--- src/rtl/uia_pkg.sv ---
package uia_pkg;
    localparam int ADDR_W = 6;
    localparam int DATA_W = 8;

    localparam logic [ADDR_W-1:0] A_MASK0  = 6'h00;
    localparam logic [ADDR_W-1:0] A_MASK1  = 6'h01;
    localparam logic [ADDR_W-1:0] A_CTL    = 6'h02;
    localparam logic [ADDR_W-1:0] A_LVL0   = 6'h04;
    localparam logic [ADDR_W-1:0] A_SRC    = 6'h08;
    localparam logic [ADDR_W-1:0] A_UPDATE = 6'h2A;

    typedef enum logic [1:0] {
        SRC_TMR = 2'd0,
        SRC_COS = 2'd1,
        SRC_TX  = 2'd2,
        SRC_RX  = 2'd3
    } src_type_e;

    typedef enum logic {
        ST_QUIET  = 1'b0,
        ST_ASSERT = 1'b1
    } irq_state_e;
endpackage

--- src/rtl/uia_regs.sv ---
module uia_regs
    import uia_pkg::*;
#(
    parameter int NCH   = 4,
    parameter int LVL_W = 3
) (
    input  logic                  clk,
    input  logic                  rst_n,
    input  logic [ADDR_W-1:0]     addr,
    input  logic                  wr,
    input  logic [DATA_W-1:0]     wdata,
    input  logic [DATA_W-1:0]     src_reg,
    output logic [DATA_W-1:0]     rdata,
    output logic                  upd_cmd,
    output logic [NCH-1:0]        tx_en,
    output logic [NCH-1:0]        rx_en,
    output logic [NCH-1:0]        cos_en,
    output logic                  tmr_en,
    output logic [LVL_W-1:0]      thr,
    output logic [LVL_W-1:0]      tmr_lvl,
    output logic [NCH*LVL_W-1:0]  lvl_flat
);
    localparam int NPAIR = NCH / 2;

    logic [DATA_W-1:0] mask_q [NPAIR];
    logic [DATA_W-1:0] ctl_q;
    logic [DATA_W-1:0] lvl_q  [NCH];

    always_ff @(posedge clk) begin
        if (!rst_n) begin
            ctl_q <= '0;
            for (int p = 0; p < NPAIR; p++) mask_q[p] <= '0;
            for (int c = 0; c < NCH; c++)   lvl_q[c]  <= '0;
        end else if (wr) begin
            if (addr == A_CTL) ctl_q <= wdata;
            for (int p = 0; p < NPAIR; p++)
                if (addr == A_MASK0 + ADDR_W'(p)) mask_q[p] <= wdata;
            for (int c = 0; c < NCH; c++)
                if (addr == A_LVL0 + ADDR_W'(c)) lvl_q[c] <= wdata;
        end
    end

    genvar g;
    generate
        for (g = 0; g < NCH; g++) begin : g_chan
            assign tx_en[g]  = mask_q[g/2][(g%2)*3 + 0];
            assign rx_en[g]  = mask_q[g/2][(g%2)*3 + 1];
            assign cos_en[g] = mask_q[g/2][(g%2)*3 + 2];
            assign lvl_flat[g*LVL_W +: LVL_W] = lvl_q[g][LVL_W-1:0];
        end
    endgenerate

    assign tmr_en  = mask_q[0][6];
    assign thr     = ctl_q[LVL_W-1:0];
    assign tmr_lvl = ctl_q[4 +: LVL_W];
    assign upd_cmd = wr && (addr == A_UPDATE);

    always_comb begin
        rdata = '0;
        if (addr == A_CTL) rdata = ctl_q;
        if (addr == A_SRC) rdata = src_reg;
        for (int c = 0; c < NCH; c++)
            if (addr == A_LVL0 + ADDR_W'(c)) rdata = lvl_q[c];
    end

    // masks are write-only from the host's point of view
    p_mask_rd_zero_r2: assert property (@(posedge clk) disable iff (!rst_n)
        ((addr == A_MASK0) || (addr == A_MASK1)) |-> (rdata == '0));

    // a write to a level register is visible in full on the next cycle
    p_lvl_readback_r9: assert property (@(posedge clk) disable iff (!rst_n)
        (wr && (addr == A_LVL0)) |=> (lvl_q[0] == $past(wdata)));
endmodule

--- src/rtl/uia_arbiter.sv ---
module uia_arbiter
    import uia_pkg::*;
#(
    parameter int NCH   = 4,
    parameter int LVL_W = 3
) (
    input  logic                  clk,
    input  logic                  rst_n,
    input  logic [NCH-1:0]        tx_req,
    input  logic [NCH-1:0]        rx_req,
    input  logic [NCH-1:0]        cos_req,
    input  logic                  tmr_req,
    input  logic [NCH-1:0]        tx_en,
    input  logic [NCH-1:0]        rx_en,
    input  logic [NCH-1:0]        cos_en,
    input  logic                  tmr_en,
    input  logic [LVL_W-1:0]      thr,
    input  logic [LVL_W-1:0]      tmr_lvl,
    input  logic [NCH*LVL_W-1:0]  lvl_flat,
    output logic                  win_valid,
    output logic [1:0]            win_type,
    output logic [1:0]            win_ch
);
    localparam int BID_W = LVL_W + 2;
    localparam int NSRC  = 3 * NCH;

    logic [NSRC-1:0] src_act;
    logic [BID_W-1:0] src_bid  [NSRC];
    logic [1:0]       src_type [NSRC];
    logic [1:0]       src_ch   [NSRC];

    genvar g;
    generate
        for (g = 0; g < NCH; g++) begin : g_src
            assign src_act[3*g+0]  = rx_req[g]  & rx_en[g];
            assign src_act[3*g+1]  = tx_req[g]  & tx_en[g];
            assign src_act[3*g+2]  = cos_req[g] & cos_en[g];
            assign src_type[3*g+0] = SRC_RX;
            assign src_type[3*g+1] = SRC_TX;
            assign src_type[3*g+2] = SRC_COS;
            for (genvar k = 0; k < 3; k++) begin : g_kind
                assign src_bid[3*g+k] = {lvl_flat[g*LVL_W +: LVL_W], src_type[3*g+k]};
                assign src_ch[3*g+k]  = 2'(g);
            end
        end
    endgenerate

    logic             best_act;
    logic [BID_W-1:0] best_bid;
    logic [1:0]       best_type;
    logic [1:0]       best_ch;

    always_comb begin
        best_act  = tmr_req & tmr_en;
        best_bid  = {tmr_lvl, SRC_TMR};
        best_type = SRC_TMR;
        best_ch   = 2'd0;
        // scan upward; strict compare keeps the lower channel on a tie
        for (int s = 0; s < NSRC; s++) begin
            if (src_act[s] && (!best_act || (src_bid[s] > best_bid))) begin
                best_act  = 1'b1;
                best_bid  = src_bid[s];
                best_type = src_type[s];
                best_ch   = src_ch[s];
            end
        end
    end

    assign win_valid = best_act && (best_bid[BID_W-1:2] > thr);
    assign win_type  = best_type;
    assign win_ch    = best_ch;

    // all levels zero can never produce a qualifying winner
    p_zero_levels_r4: assert property (@(posedge clk) disable iff (!rst_n)
        ((lvl_flat == '0) && (tmr_lvl == '0)) |-> !win_valid);

    // a winner always comes from some enabled pending request
    p_win_enabled_r2: assert property (@(posedge clk) disable iff (!rst_n)
        win_valid |-> ((src_act != '0) || (tmr_req && tmr_en)));
endmodule

--- src/rtl/uart_irq_arbiter.sv ---
module uart_irq_arbiter
    import uia_pkg::*;
#(
    parameter int NCH   = 4,
    parameter int LVL_W = 3
) (
    input  logic              clk,
    input  logic              rst_n,
    input  logic [5:0]        reg_addr,
    input  logic              reg_wr,
    input  logic [7:0]        reg_wdata,
    output logic [7:0]        reg_rdata,
    input  logic              iack,
    input  logic [NCH-1:0]    tx_req,
    input  logic [NCH-1:0]    rx_req,
    input  logic [NCH-1:0]    cos_req,
    input  logic              tmr_req,
    output logic              irq_n
);
    logic [NCH-1:0]       tx_en, rx_en, cos_en;
    logic                 tmr_en;
    logic [LVL_W-1:0]     thr, tmr_lvl;
    logic [NCH*LVL_W-1:0] lvl_flat;
    logic                 upd_cmd, upd;
    logic                 win_valid;
    logic [1:0]           win_type, win_ch;
    logic [DATA_W-1:0]    src_q;
    irq_state_e           state_q, state_d;

    uia_regs #(.NCH(NCH), .LVL_W(LVL_W)) regs_i (
        .clk(clk), .rst_n(rst_n), .addr(reg_addr), .wr(reg_wr),
        .wdata(reg_wdata), .src_reg(src_q), .rdata(reg_rdata),
        .upd_cmd(upd_cmd), .tx_en(tx_en), .rx_en(rx_en), .cos_en(cos_en),
        .tmr_en(tmr_en), .thr(thr), .tmr_lvl(tmr_lvl), .lvl_flat(lvl_flat)
    );

    uia_arbiter #(.NCH(NCH), .LVL_W(LVL_W)) arb_i (
        .clk(clk), .rst_n(rst_n), .tx_req(tx_req), .rx_req(rx_req),
        .cos_req(cos_req), .tmr_req(tmr_req), .tx_en(tx_en), .rx_en(rx_en),
        .cos_en(cos_en), .tmr_en(tmr_en), .thr(thr), .tmr_lvl(tmr_lvl),
        .lvl_flat(lvl_flat), .win_valid(win_valid), .win_type(win_type),
        .win_ch(win_ch)
    );

    assign upd = upd_cmd | iack;

    // state register
    always_ff @(posedge clk) begin
        if (!rst_n) state_q <= ST_QUIET;
        else        state_q <= state_d;
    end

    // transitions: RAISE (QUIET->ASSERT), WITHDRAW (ASSERT->QUIET)
    always_comb begin
        state_d = state_q;
        unique case (state_q)
            ST_QUIET:  if (win_valid)  state_d = ST_ASSERT;
            ST_ASSERT: if (!win_valid) state_d = ST_QUIET;
        endcase
    end

    // outputs
    always_comb begin
        unique case (state_q)
            ST_QUIET:  irq_n = 1'b1;
            ST_ASSERT: irq_n = 1'b0;
        endcase
    end

    // source register: captured only on update command or acknowledge
    always_ff @(posedge clk) begin
        if (!rst_n)   src_q <= '0;
        else if (upd) src_q <= win_valid ? {1'b1, 3'b000, win_type, win_ch} : '0;
    end

    p_src_hold_r6: assert property (@(posedge clk) disable iff (!rst_n)
        !(reg_wr || iack) |=> $stable(src_q));

    p_src_empty_r7: assert property (@(posedge clk) disable iff (!rst_n)
        (upd && !win_valid) |=> (src_q == '0));

    p_irq_raise_r4: assert property (@(posedge clk) disable iff (!rst_n)
        win_valid |=> !irq_n);

    p_irq_withdraw_r8: assert property (@(posedge clk) disable iff (!rst_n)
        !win_valid |=> irq_n);
endmodule

--- config.mk ---
export PLATFORM = sky130hd
export DESIGN_NAME = uart_irq_arbiter
export DESIGN_NICKNAME = d
export VERILOG_FILES = /design/src/rtl/uia_pkg.sv /design/src/rtl/uia_regs.sv /design/src/rtl/uia_arbiter.sv /design/src/rtl/uart_irq_arbiter.sv
export SDC_FILE = /design/constraint.sdc
export NUM_CORES = 1
export LEC_CHECK = 0
export BUFFER_PORTS_ARGS = -buffer_cell sky130_fd_sc_hd__buf_2
export CORE_UTILIZATION = 40
export DETAILED_ROUTE_END_ITERATION = 8
export HOLD_SLACK_MARGIN = 0.05
export PLACE_DENSITY = 0.68
export SLEW_MARGIN = 30
export SYNTH_ARGS = -nofsm -noshare
export SYNTH_HDL_FRONTEND = slang
export SYNTH_SLANG_ARGS = --single-unit
--- constraint.sdc ---
create_clock -name clk -period 50.8 [get_ports clk]
set_input_delay 5.08 -clock clk [delete_from_list [all_inputs] [get_ports clk]]
set_output_delay 5.08 -clock clk [all_outputs]
set_load 0.01 [all_outputs]
==> run metrics <==
power density over the cells=35.5 mW/mm²; Design Area, Final=0.00563 mm²; TritonCTS buffer count=9; core area=0.0121 mm²; setup bufs post-CTS=0; Routability Congestion=0.934; max-slew violations=0; Routed wire per std cell=17.5 µm; DIE AREA=0.0129 mm²; CP arrival=26280 ps; # IOs=40; status=finished clean; adder-cell area share of the yosys netlist=7.74%; starting density of the core=41.2%; part of the cycle the worst path needs=51.2%; worst flop-to-flop path startpoint=regs_i.lvl_q[0][2]$_SDFFCE_PN0P_; crit end category=flip-flop; row count=40; unrepaired setup endpoints after global routing=false; sum of negative setup slack=0 ps; Die Y=114 µm; routed vias=4740; clock skew=6.39 ps; total gr overflow=0; DR vias/cell=6.05; synthesized flop and latch total=59; final worst slack=24770 ps; ratio of cells with drive above 1 in the final layout=15.4%; relative slew slack=36.0%; Hold Path Stages=2; CP max stage delay=540 ps; clock root buffer=clkbuf_16; mux cell area share after synthesis=4.84%; Worst path most repeated cell=ha_1; hold_sp=regs_i.ctl_q[7]$_SDFFE_PN0P_; Post-synth EDFFs=45; worst-margin pin slew=953 ps; Synth Cell Area=0.00499 mm²; Worst-Skew Late Latency=330 ps; Final setup viols=0; largest family of logic cells by synthesized area=compound AO/OA/AOI/OAI gates; Placed Area=0.00534 mm²; syn_nets=637; Worst Reg-to-Reg Cells=104; nets@finish=672; Hold Fails Final Rpt=0; Crit Path Class=primary input to flip-flop; fmax=0.0384 GHz; drt initial violations=325; max-cap violations=0; Layout fillers=1204; Final ANT Viol Nets=0; number of port buffers=39; vias in the first global route=4591; die width=114 µm; simple-gate portion of the synthesized area=25.0%; CP max-delay cell=o311ai_2; initial antenna violation count=0; CTS tree=built; Syn Area/Cell=8.67 µm²; Post-Synthesis Cells=576; Leakage=2.22 nW; Compound-Gate Fraction of Synth Area=25.9%; clk buf depth=2; Synth Warn #=0; CTS resizes=0; # DRC=0; min-delay worst type=flip-flop to flip-flop; Final Critical Period=26030 ps; First-pass DRT Iterations=7; Inserted Diodes=0; Main synth FF type=edfxtp_1; Place WS=24870 ps; Post-Synth XOR/XNOR Area=0%; worst flop-to-flop path endpoint=src_q[2]$_SDFFE_PN0P_; CTS Hold Bufs=0; Synth async-reset ratio=0%; Yosys cell types=83; R2R setup slack=28640 ps; clk sink count=59; CTS H-tree lvls=3; Min-Delay Endpoint=regs_i.ctl_q[7]$_SDFFE_PN0P_; DRT Wirelength=13700 µm; Clock Pin Slew Worst Setup and Hold Paths=50 ps; first-pass GRT wire length=22800 µm; Area Overhead vs Synth=12.7%; placed wire-length estimate=10600 µm; Worst VDD drop=0.0275 mV; worst-path fanout max=10; Worst setup SP type=primary input; Hold Slack=469 ps; Seq/Total Area, Yosys=32.7%; GR Util All Layers=22.4%; CP Data Required Time=51050 ps; largest net degree at the start of global routing=17
cells in the mapped netlist, types with 8 or more instances:
cell	instances	area share [%]
o21ai_0	17	1.7
o211ai_1	9	1.4
nand2_1	63	4.7
edfxtp_1	45	27
and2_1	48	6.0
dfxtp_1	14	5.6
nor2_1	53	4.0
a21oi_1	47	4.7
clkbuf_1	11	0.83
nand4_1	10	1.3
a21o_1	8	1.2
mux2i_1	13	2.6
inv_1	34	2.6
nand3_1	27	2.7
nor3_1	12	1.2
ha_1	30	7.5
how the worst max path moves through the flow:
stage | start | endpoint | slack, ps | depth (start not counted)
after floorplan | tmr_req | src_q[2]$_SDFFE_PN0P_ | 27530 | 104
after CTS | tmr_req | src_q[2]$_SDFFE_PN0P_ | 25030 | 104
final | tmr_req | src_q[2]$_SDFFE_PN0P_ | 24770 | 104
after global routing | tmr_req | src_q[2]$_SDFFE_PN0P_ | 22880 | 104
after detailed placement | tmr_req | src_q[2]$_SDFFE_PN0P_ | 24870 | 104
after global placement | tmr_req | src_q[2]$_SDFFE_PN0P_ | 25350 | 104
metrics by stage:
step	total power [mW]	util [%]	std cells
after floorplan	0.123	-	576
after global placement	0.139	44.0	768
after detailed placement	0.141	44.1	768
after CTS	0.198	46.4	784
after global routing	0.212	46.4	784
final	0.200	46.4	784
cell type report:
class,instances,area [µm²],share of cell area [%]
Multi-Input combinational cell,468,3180,56.5
Clock inverter,2,10.0,0.178
Clock buffer,14,274,4.87
Timing Repair Buffer,39,195,3.47
Inverter,34,128,2.27
Sequential cell,59,1630,29.0
Tap cell,168,210,3.74
report_power, final:
part | switching [mW] | internal, mW
sequential | 0.00308 | 0.0556
combinational | 0.0494 | 0.0345
clock | 0.0204 | 0.0368
worst max-delay path: cells and delay by family:
kind	cells	cell delay (ps)
multiplexers	7	2240
adder cells (fa/ha/maj)	13	3450
AND/OR/NAND/NOR	29	5330
buffers and inverters	11	760
AO/OA/AOI/OAI	44	9380
per-layer routing:
layer,up-vias,track usage [%],share of wire [%]
met2,205,36.7,47
met5,-,0,0
met1,2244,30.0,45
li1,2259,-,-
met4,0,8.33,2.2
met3,32,3.29,6.1
logic make-up (layout without fill, tap and decap cells):
group / count (synthesis) / count (layout)
adder cells (fa/ha/maj): 31 / 31
buffers and inverters: 49 / 89
AND/OR/NAND/NOR: 247 / 247
multiplexers: 22 / 22
AO/OA/AOI/OAI: 168 / 168
flip-flops: 59 / 59
flip-flops by register name (all words and copies together) (netlist names):
name and cells:
regs_i.lvl_q 32, regs_i.mask_q 13, state_q 1, src_q 5
regs_i.ctl_q 8
cells in the final DEF (no fill, tap or decap), drive strengths merged, types with 8 or more instances in the layout:
master	instances
and2	51
clkbuf	14
inv	34
dfxtp	14
nand4	10
nor2	55
mux2i	14
ha	30
a21o	8
mux2	8
o211ai	9
edfxtp	45
a21oi	47
o21ai	23
nor3	13
nand3	28
nand2	63
buf	39
(Power assumes the default switching activity.)
